<file path="config.mk">
export PLATFORM = sky130hd
export DESIGN_NAME = irq_dispatch_ctrl
export DESIGN_NICKNAME = d
export VERILOG_FILES = /design/src/rtl/irqd_pkg.sv /design/src/rtl/irqd_regs.sv /design/src/rtl/irqd_arbiter.sv /design/src/rtl/irqd_seq.sv /design/src/rtl/irq_dispatch_ctrl.sv
export SDC_FILE = /design/constraint.sdc
export NUM_CORES = 1
export LEC_CHECK = 0
export ABC_CLOCK_PERIOD_IN_PS = 3300
export BUFFER_PORTS_ARGS = -buffer_cell sky130_fd_sc_hd__buf_2
export CAP_MARGIN = 10
export CORE_UTILIZATION = 50
export DETAILED_ROUTE_END_ITERATION = 10
export PLACE_DENSITY = 0.81
export SLEW_MARGIN = 20
export SYNTH_ARGS = -nofsm -noshare
export SYNTH_HDL_FRONTEND = slang
export SYNTH_HIERARCHICAL = 1
export SYNTH_SLANG_ARGS = --single-unit
</file>
<file path="constraint.sdc">
create_clock -name clk -period 3.3 [get_ports clk]
set_clock_uncertainty 0.1 [all_clocks]
set_input_delay 0.165 -clock clk [delete_from_list [all_inputs] [get_ports clk]]
set_output_delay 0.165 -clock clk [all_outputs]
set_load 0.005 [all_outputs]
</file>
<file path="src/rtl/irqd_pkg.sv">
package irqd_pkg;
  localparam logic [15:0] ADDR_ENABLE = 16'hFFFF;
  localparam logic [15:0] ADDR_FLAGS  = 16'hFF0F;
  localparam logic [15:0] VEC_BASE    = 16'h0040;
  localparam int unsigned VEC_STRIDE  = 8;

  // Handler address for a source index.
  function automatic logic [15:0] vector_for(input int unsigned idx);
    return VEC_BASE + 16'(idx * VEC_STRIDE);
  endfunction

  // Stack slot a given number of bytes below the captured pointer.
  function automatic logic [15:0] stack_slot(input logic [15:0] sp, input int unsigned depth);
    return sp - 16'(depth);
  endfunction
endpackage

</file>
<file path="src/rtl/irqd_regs.sv">
module irqd_regs #(
  parameter int unsigned N_SRC = 5
) (
  input  logic             clk,
  input  logic             rst_n,
  input  logic [15:0]      bus_addr,
  input  logic             bus_wr,
  input  logic [7:0]       bus_wdata,
  input  logic [N_SRC-1:0] irq_req,
  input  logic [N_SRC-1:0] ack,
  input  logic             take,
  input  logic             ime_set,
  input  logic             ime_clr,
  output logic [7:0]       en_q,
  output logic [N_SRC-1:0] flag_q,
  output logic             flag_wr,
  output logic             ime_q,
  output logic [7:0]       rdata
);
  import irqd_pkg::*;

  localparam logic [7:0] FLAG_MASK = 8'((1 << N_SRC) - 1);

  logic             en_wr;
  logic [N_SRC-1:0] flag_d;
  logic             ime_d;

  assign en_wr   = bus_wr && (bus_addr == ADDR_ENABLE);
  assign flag_wr = bus_wr && (bus_addr == ADDR_FLAGS);

  // Bus write beats the dispatch clear; peripheral sets beat both.
  always_comb begin
    if (flag_wr) flag_d = bus_wdata[N_SRC-1:0];
    else         flag_d = flag_q & ~ack;
    flag_d = flag_d | irq_req;
  end

  always_comb begin
    if (take || ime_clr) ime_d = 1'b0;
    else if (ime_set)    ime_d = 1'b1;
    else                 ime_d = ime_q;
  end

  always_ff @(posedge clk or negedge rst_n) begin
    if (!rst_n) begin
      en_q   <= '0;
      flag_q <= '0;
      ime_q  <= 1'b0;
    end else begin
      if (en_wr) en_q <= bus_wdata;
      flag_q <= flag_d;
      ime_q  <= ime_d;
    end
  end

  always_comb begin
    unique case (bus_addr)
      ADDR_ENABLE: rdata = en_q;
      ADDR_FLAGS:  rdata = ~FLAG_MASK | 8'(flag_q);
      default:     rdata = 8'h00;
    endcase
  end
endmodule

</file>
<file path="src/rtl/irqd_arbiter.sv">
module irqd_arbiter #(
  parameter int unsigned N_SRC = 5,
  localparam int unsigned IDX_W = (N_SRC > 1) ? $clog2(N_SRC) : 1
) (
  input  logic [N_SRC-1:0] pend,
  output logic [N_SRC-1:0] grant,
  output logic [IDX_W-1:0] idx,
  output logic             any
);
  // higher[i]: some source with a smaller index is pending.
  logic [N_SRC:0] higher;
  assign higher[0] = 1'b0;

  for (genvar i = 0; i < N_SRC; i++) begin : g_chain
    assign grant[i]    = pend[i] & ~higher[i];
    assign higher[i+1] = higher[i] | pend[i];
  end

  assign any = higher[N_SRC];

  always_comb begin
    idx = '0;
    for (int i = N_SRC - 1; i >= 0; i--) begin
      if (grant[i]) idx = IDX_W'(i);
    end
  end
endmodule

</file>
<file path="src/rtl/irqd_seq.sv">
module irqd_seq #(
  parameter int unsigned CLK_PER_MCYC  = 4,
  parameter int unsigned DISPATCH_MCYC = 5,
  localparam int unsigned TOTAL   = CLK_PER_MCYC * DISPATCH_MCYC,
  localparam int unsigned CNT_W   = $clog2(TOTAL),
  localparam int unsigned HI_SLOT = 2 * CLK_PER_MCYC,
  localparam int unsigned LO_SLOT = 3 * CLK_PER_MCYC
) (
  input  logic        clk,
  input  logic        rst_n,
  input  logic        take,
  input  logic [15:0] vec,
  input  logic [15:0] pc_in,
  input  logic [15:0] sp_in,
  output logic        busy,
  output logic        done,
  output logic        stack_we,
  output logic [15:0] stack_addr,
  output logic [7:0]  stack_wdata,
  output logic [15:0] pc_out,
  output logic [15:0] sp_out
);
  import irqd_pkg::*;

  logic [CNT_W-1:0] cnt_q;
  logic [15:0]      pc_q, sp_q, vec_q;
  logic             hi_wr, lo_wr;

  always_ff @(posedge clk or negedge rst_n) begin
    if (!rst_n) begin
      busy  <= 1'b0;
      cnt_q <= '0;
      pc_q  <= '0;
      sp_q  <= '0;
      vec_q <= '0;
    end else if (take) begin
      busy  <= 1'b1;
      cnt_q <= '0;
      pc_q  <= pc_in;
      sp_q  <= sp_in;
      vec_q <= vec;
    end else if (busy) begin
      if (done) busy <= 1'b0;
      else      cnt_q <= cnt_q + 1'b1;
    end
  end

  assign done  = busy && (cnt_q == CNT_W'(TOTAL - 1));
  assign hi_wr = busy && (cnt_q == CNT_W'(HI_SLOT));
  assign lo_wr = busy && (cnt_q == CNT_W'(LO_SLOT));

  assign stack_we    = hi_wr | lo_wr;
  assign stack_addr  = hi_wr ? stack_slot(sp_q, 1) : stack_slot(sp_q, 2);
  assign stack_wdata = hi_wr ? pc_q[15:8] : pc_q[7:0];
  assign pc_out      = vec_q;
  assign sp_out      = stack_slot(sp_q, 2);
endmodule

</file>
<file path="src/rtl/irq_dispatch_ctrl.sv">
module irq_dispatch_ctrl #(
  parameter int unsigned N_SRC         = 5,
  parameter int unsigned CLK_PER_MCYC  = 4,
  parameter int unsigned DISPATCH_MCYC = 5,
  localparam int unsigned IDX_W = (N_SRC > 1) ? $clog2(N_SRC) : 1
) (
  input  logic             clk,
  input  logic             rst_n,
  input  logic [15:0]      bus_addr,
  input  logic             bus_wr,
  input  logic [7:0]       bus_wdata,
  output logic [7:0]       bus_rdata,
  input  logic [N_SRC-1:0] irq_req,
  input  logic             ime_set,
  input  logic             ime_clr,
  output logic             ime,
  input  logic             cpu_halted,
  output logic             halt_wake,
  input  logic             insn_boundary,
  input  logic [15:0]      pc_in,
  input  logic [15:0]      sp_in,
  output logic             busy,
  output logic             stack_we,
  output logic [15:0]      stack_addr,
  output logic [7:0]       stack_wdata,
  output logic [15:0]      pc_out,
  output logic [15:0]      sp_out,
  output logic             done
);
  import irqd_pkg::*;

  logic [7:0]       en_q;
  logic [N_SRC-1:0] flag_q, pend, grant, ack;
  logic [IDX_W-1:0] win_idx;
  logic             pend_any, take, flag_wr;
  logic [15:0]      win_vec;

  assign pend      = en_q[N_SRC-1:0] & flag_q;
  assign take      = insn_boundary && ime && pend_any && !busy;
  assign ack       = take ? grant : '0;
  assign halt_wake = cpu_halted && pend_any;
  assign win_vec   = vector_for(int'(win_idx));

  irqd_regs #(.N_SRC(N_SRC)) u_regs (
    .clk(clk), .rst_n(rst_n),
    .bus_addr(bus_addr), .bus_wr(bus_wr), .bus_wdata(bus_wdata),
    .irq_req(irq_req), .ack(ack), .take(take),
    .ime_set(ime_set), .ime_clr(ime_clr),
    .en_q(en_q), .flag_q(flag_q), .flag_wr(flag_wr), .ime_q(ime),
    .rdata(bus_rdata)
  );

  irqd_arbiter #(.N_SRC(N_SRC)) u_arb (
    .pend(pend), .grant(grant), .idx(win_idx), .any(pend_any)
  );

  irqd_seq #(.CLK_PER_MCYC(CLK_PER_MCYC), .DISPATCH_MCYC(DISPATCH_MCYC)) u_seq (
    .clk(clk), .rst_n(rst_n), .take(take), .vec(win_vec),
    .pc_in(pc_in), .sp_in(sp_in),
    .busy(busy), .done(done),
    .stack_we(stack_we), .stack_addr(stack_addr), .stack_wdata(stack_wdata),
    .pc_out(pc_out), .sp_out(sp_out)
  );
endmodule

</file>
==> results.rst <==
.. list-table::
   :header-rows: 1

   * - Metric
     - Value
   * - Per-instance average area after synthesis
     - ~12 sq um
   * - Number of distinct library cells after synthesis
     - 48
   * - Crit path buffers/inverters
     - 2
   * - Stages on worst setup path
     - 7
   * - Capturing point of the worst reg2reg path
     - u_regs/ime_q
   * - Top achievable clock speed
     - 324 MHz
   * - ANT nets after route
     - 0
   * - Final worst slack
     - around 0.21 ns
   * - Worst setup path category
     - reg2out
   * - CP max stage cell
     - or4b_4
   * - Number of iterations in the first detailed-routing pass
     - 4
   * - Worst hold slack
     - 0.142 ns
   * - Post-route fraction of the period consumed by the critical path
     - between 90% and 100%
   * - Source of the worst register-to-register timing path
     - u_regs/en_q[0]
   * - First-pass GRT wire length
     - 14.3 mm
   * - Later-pin clock latency in the skew report
     - 0.33 ns
   * - Width of the chip
     - 87.8 um
   * - Number of placed I/O pins
     - 137
   * - Static power due to leakage
     - ~2.9 nW
   * - Largest delay contributor family on the critical path
     - simple AND/OR/NAND/NOR gates
   * - Kind of start point of the critical path
     - flip-flop
   * - Final Max Slew Viols
     - 0
   * - Hold wc startpoint
     - bus_wr
   * - Sequential-to-total area share from yosys stat
     - 46.3%
   * - Number of vias per cell after detailed routing
     - 5.08
   * - Overall global routing resource usage
     - 24.3%
   * - Count of vias placed by the detailed router
     - 3125
   * - Worst ir drop on vdd
     - ~0.23 mV
   * - Cts bufs inserted
     - 9
   * - PD cells
     - 311 mW/mm^2
   * - Maximum cell stage delay along the critical path
     - approximately 0.51 ns
   * - DRC violations left
     - 0
   * - Initial drt markers
     - 93
   * - Core region area
     - just under 0.007 sq mm
   * - Placer Congestion
     - 0.832
   * - Ys Warns
     - 6
   * - Met1 Resource Use GR
     - between 20 and 30%
   * - Max transition margin
     - between 40% and 50%
   * - Layout overhead on the synthesized area
     - 40.7%
   * - Layout Nets
     - 588
   * - Chain of cells forming the critical path
     - inv_1, ha_1, or4b_4, or3_1, a2111oi_4, xor2_1, buf_2
   * - Vias in the first global route
     - 3087
   * - Post-Synthesis Cells
     - 318
   * - Met3 Resource Use GR
     - under 10%
   * - Register bit total from synthesis
     - around 70
   * - WL final
     - ~9.0 mm
   * - Die footprint
     - between 0.007 and 0.008 sq mm
   * - Total number of placement rows
     - 30
   * - Met2 demand-to-capacity share in global routing
     - between 40% and 50%
   * - End of the worst hold path
     - u_regs/flag_q[0]
   * - Worst min-delay path class
     - in2reg
   * - Total negative setup slack
     - 0 ns
   * - Max-cap viol count
     - 0
   * - Initial Utilization
     - 53.0%
   * - Highest fanout seen on the critical path
     - 9
   * - Final core area utilization
     - 74.5%
   * - Quantity of I/O buffers inserted on ports
     - between 100 and 150
   * - Status
     - complete, no violations
   * - Maximum number of pins on one net before global-route repair
     - 51
   * - Clock transition at path regs
     - 0.07 ns
   * - Crit path DAT
     - 2.82 ns
   * - CTS tree
     - done
   * - Worst hold stages
     - 3
   * - GRT Max-Usage Layer
     - met2
   * - Commonest non-fill, non-tap cells in the layout
     - buf_2, dfrtp_1, mux2_2
   * - Initial antenna violation count
     - 0
   * - H-tree depth
     - 3
   * - Proportion of layout cells with a drive suffix above 1
     - 45.9%
   * - Clk Tree Root Cell
     - clkbuf_8
   * - Average detailed-routed wire length per instance
     - ~15 um
   * - DPL Wire Length
     - 6.02 mm
   * - CTS sink count
     - 68
   * - Count of final hold-check violations
     - 0
   * - Final number of setup-violating endpoints
     - 0
   * - Worst Max-Slew Pin Slew
     - 0.791 ns
   * - Grt ovf
     - 0
   * - Reg2Reg Setup Slack
     - 0.84 ns
   * - Most common library cell in the layout ignoring fill and taps
     - buf_2
   * - Critical Path Sink Type
     - output pin
   * - Worst-case setup slack after placement
     - 0.578 ns
   * - Required time of the critical path
     - 3.03 ns
   * - Post-layout min period
     - 3.09 ns
   * - Setup repair after global routing missed its margin
     - no
   * - Total standard cell area after synthesis
     - 0.00368 sq mm
   * - Largest buffer count on any clock path
     - 2
   * - Number of diodes
     - 0
   * - Cells on worst reg2reg path
     - 7
   * - Height of the die
     - 87.8 um
final cells by class:
class	instances	area [sq um]
repair buffers	191	1240
multi-input cells	235	1890
clock buffers	14	183
inverters	10	37.5
clock inverters	1	5.00
fillers	494	1770
well taps	96	120
flip-flops and latches	68	1700
worst reg2reg max path, stage by stage (launching register included):
cell	delay (ns)
dfrtp_1	0.37
and2_1	0.27
nor2_2	0.08
nand3b_1	0.11
and4b_2	0.46
buf_12	0.30
nor3_1	0.09
dlygate4sd3_1	0.56
per-stage QoR:
stage                     std cells  power (mW)  instance area (sq um)
after CTS                       615        1.62                   5170
final                           615        1.61                   5170
after detailed placement        548       0.933                   4470
after global routing            615        1.67                   5170
after global placement          548       0.931                   4470
after floorplan                 329       0.869                   3720
flip-flops by register name (all words and copies together) (netlist names):
register and count:
u_seq/busy 1, u_seq/cnt_q 5, u_seq/pc_q 16, u_seq/sp_q 16, u_regs/en_q 8, u_regs/ime_q 1
u_seq/pc_out 16, u_regs/flag_q 5
worst max path at each step:
| stage | startpoint | endpoint | slack (ns) |
|---|---|---|---|
| finish | u_seq/sp_q[1] | stack_addr[13] | 0.21 |
| global route | u_seq/sp_q[1] | stack_addr[15] | 0.0007 |
| CTS | u_seq/sp_q[1] | stack_addr[13] | 0.21 |
| detailed placement | u_seq/sp_q[1] | stack_addr[13] | 0.58 |
| global placement | u_seq/sp_q[1] | stack_addr[13] | 0.66 |
| floorplan | u_seq/sp_q[1] | stack_addr[13] | 0.86 |
synth_stat cells (all sizes together):
| library cell | n | share of area [%] |
|---|---|---|
| nand3 | 3 | 0.41 |
| nand4b | 1 | 0.24 |
| nor4 | 5 | 2.0 |
| mux2 | 61 | 19 |
| a21boi | 1 | 0.20 |
| nand2b | 8 | 1.6 |
| nor2 | 19 | 2.1 |
| conb | 2 | 0.20 |
| and4b | 1 | 0.31 |
| nor3b | 1 | 0.20 |
| xor2 | 22 | 5.2 |
| nand3b | 1 | 0.20 |
| and3 | 2 | 0.34 |
| a21o | 3 | 0.71 |
| o21ai | 10 | 1.4 |
| nand4bb | 1 | 0.31 |
| dfrtp | 68 | 46 |
| xnor2 | 8 | 1.9 |
| a22o | 5 | 1.2 |
| ha | 5 | 1.7 |
| nand2 | 14 | 1.6 |
| and2 | 14 | 2.6 |
| buf | 6 | 1.4 |
| a31oi | 5 | 0.85 |
| a211oi | 1 | 0.20 |
| a2111oi | 1 | 0.75 |
| clkbuf | 10 | 1.1 |
| or4 | 2 | 0.51 |
| or4b | 1 | 0.37 |
| or3 | 2 | 0.34 |
| o211ai | 1 | 0.20 |
| or2 | 1 | 0.17 |
| nor3 | 9 | 1.4 |
| nand4 | 7 | 1.5 |
| inv | 10 | 1.0 |
| a21oi | 7 | 0.95 |
kinds of logic after synthesis:
logic type / after synthesis / synth area share [%]
and+or+nand+nor: 92 / 16.1
DFF: 68 / 46.3
muxes: 61 / 18.7
AOI/OAI and AO/OA: 34 / 6.43
xor gates and xnor gates: 30 / 7.15
buffers and inverters: 26 / 3.44
adders and majority gates: 5 / 1.70
other: 2 / 0.204
metal layers:
layer	vias to the layer above	wire, um
met3	14	403
met1	1526	3690
li1	1492	-
met5	-	0
met4	0	153
met2	93	4750
what timing repair did:
action / in CTS / in global routing
buffers inserted: 0 / 0
hold endpoints to repair: 77 / 0
hold buffers: 52 / 0
gates resized for setup: 0 / 0
report_power, final:
group / switching, mW / internal [mW]
clock: 0.290 / 0.350
combinational: 0.0506 / 0.0780
sequential: 0.00263 / 0.837
total: 0.343 / 1.26
Power figures use the tool's default switching activity.
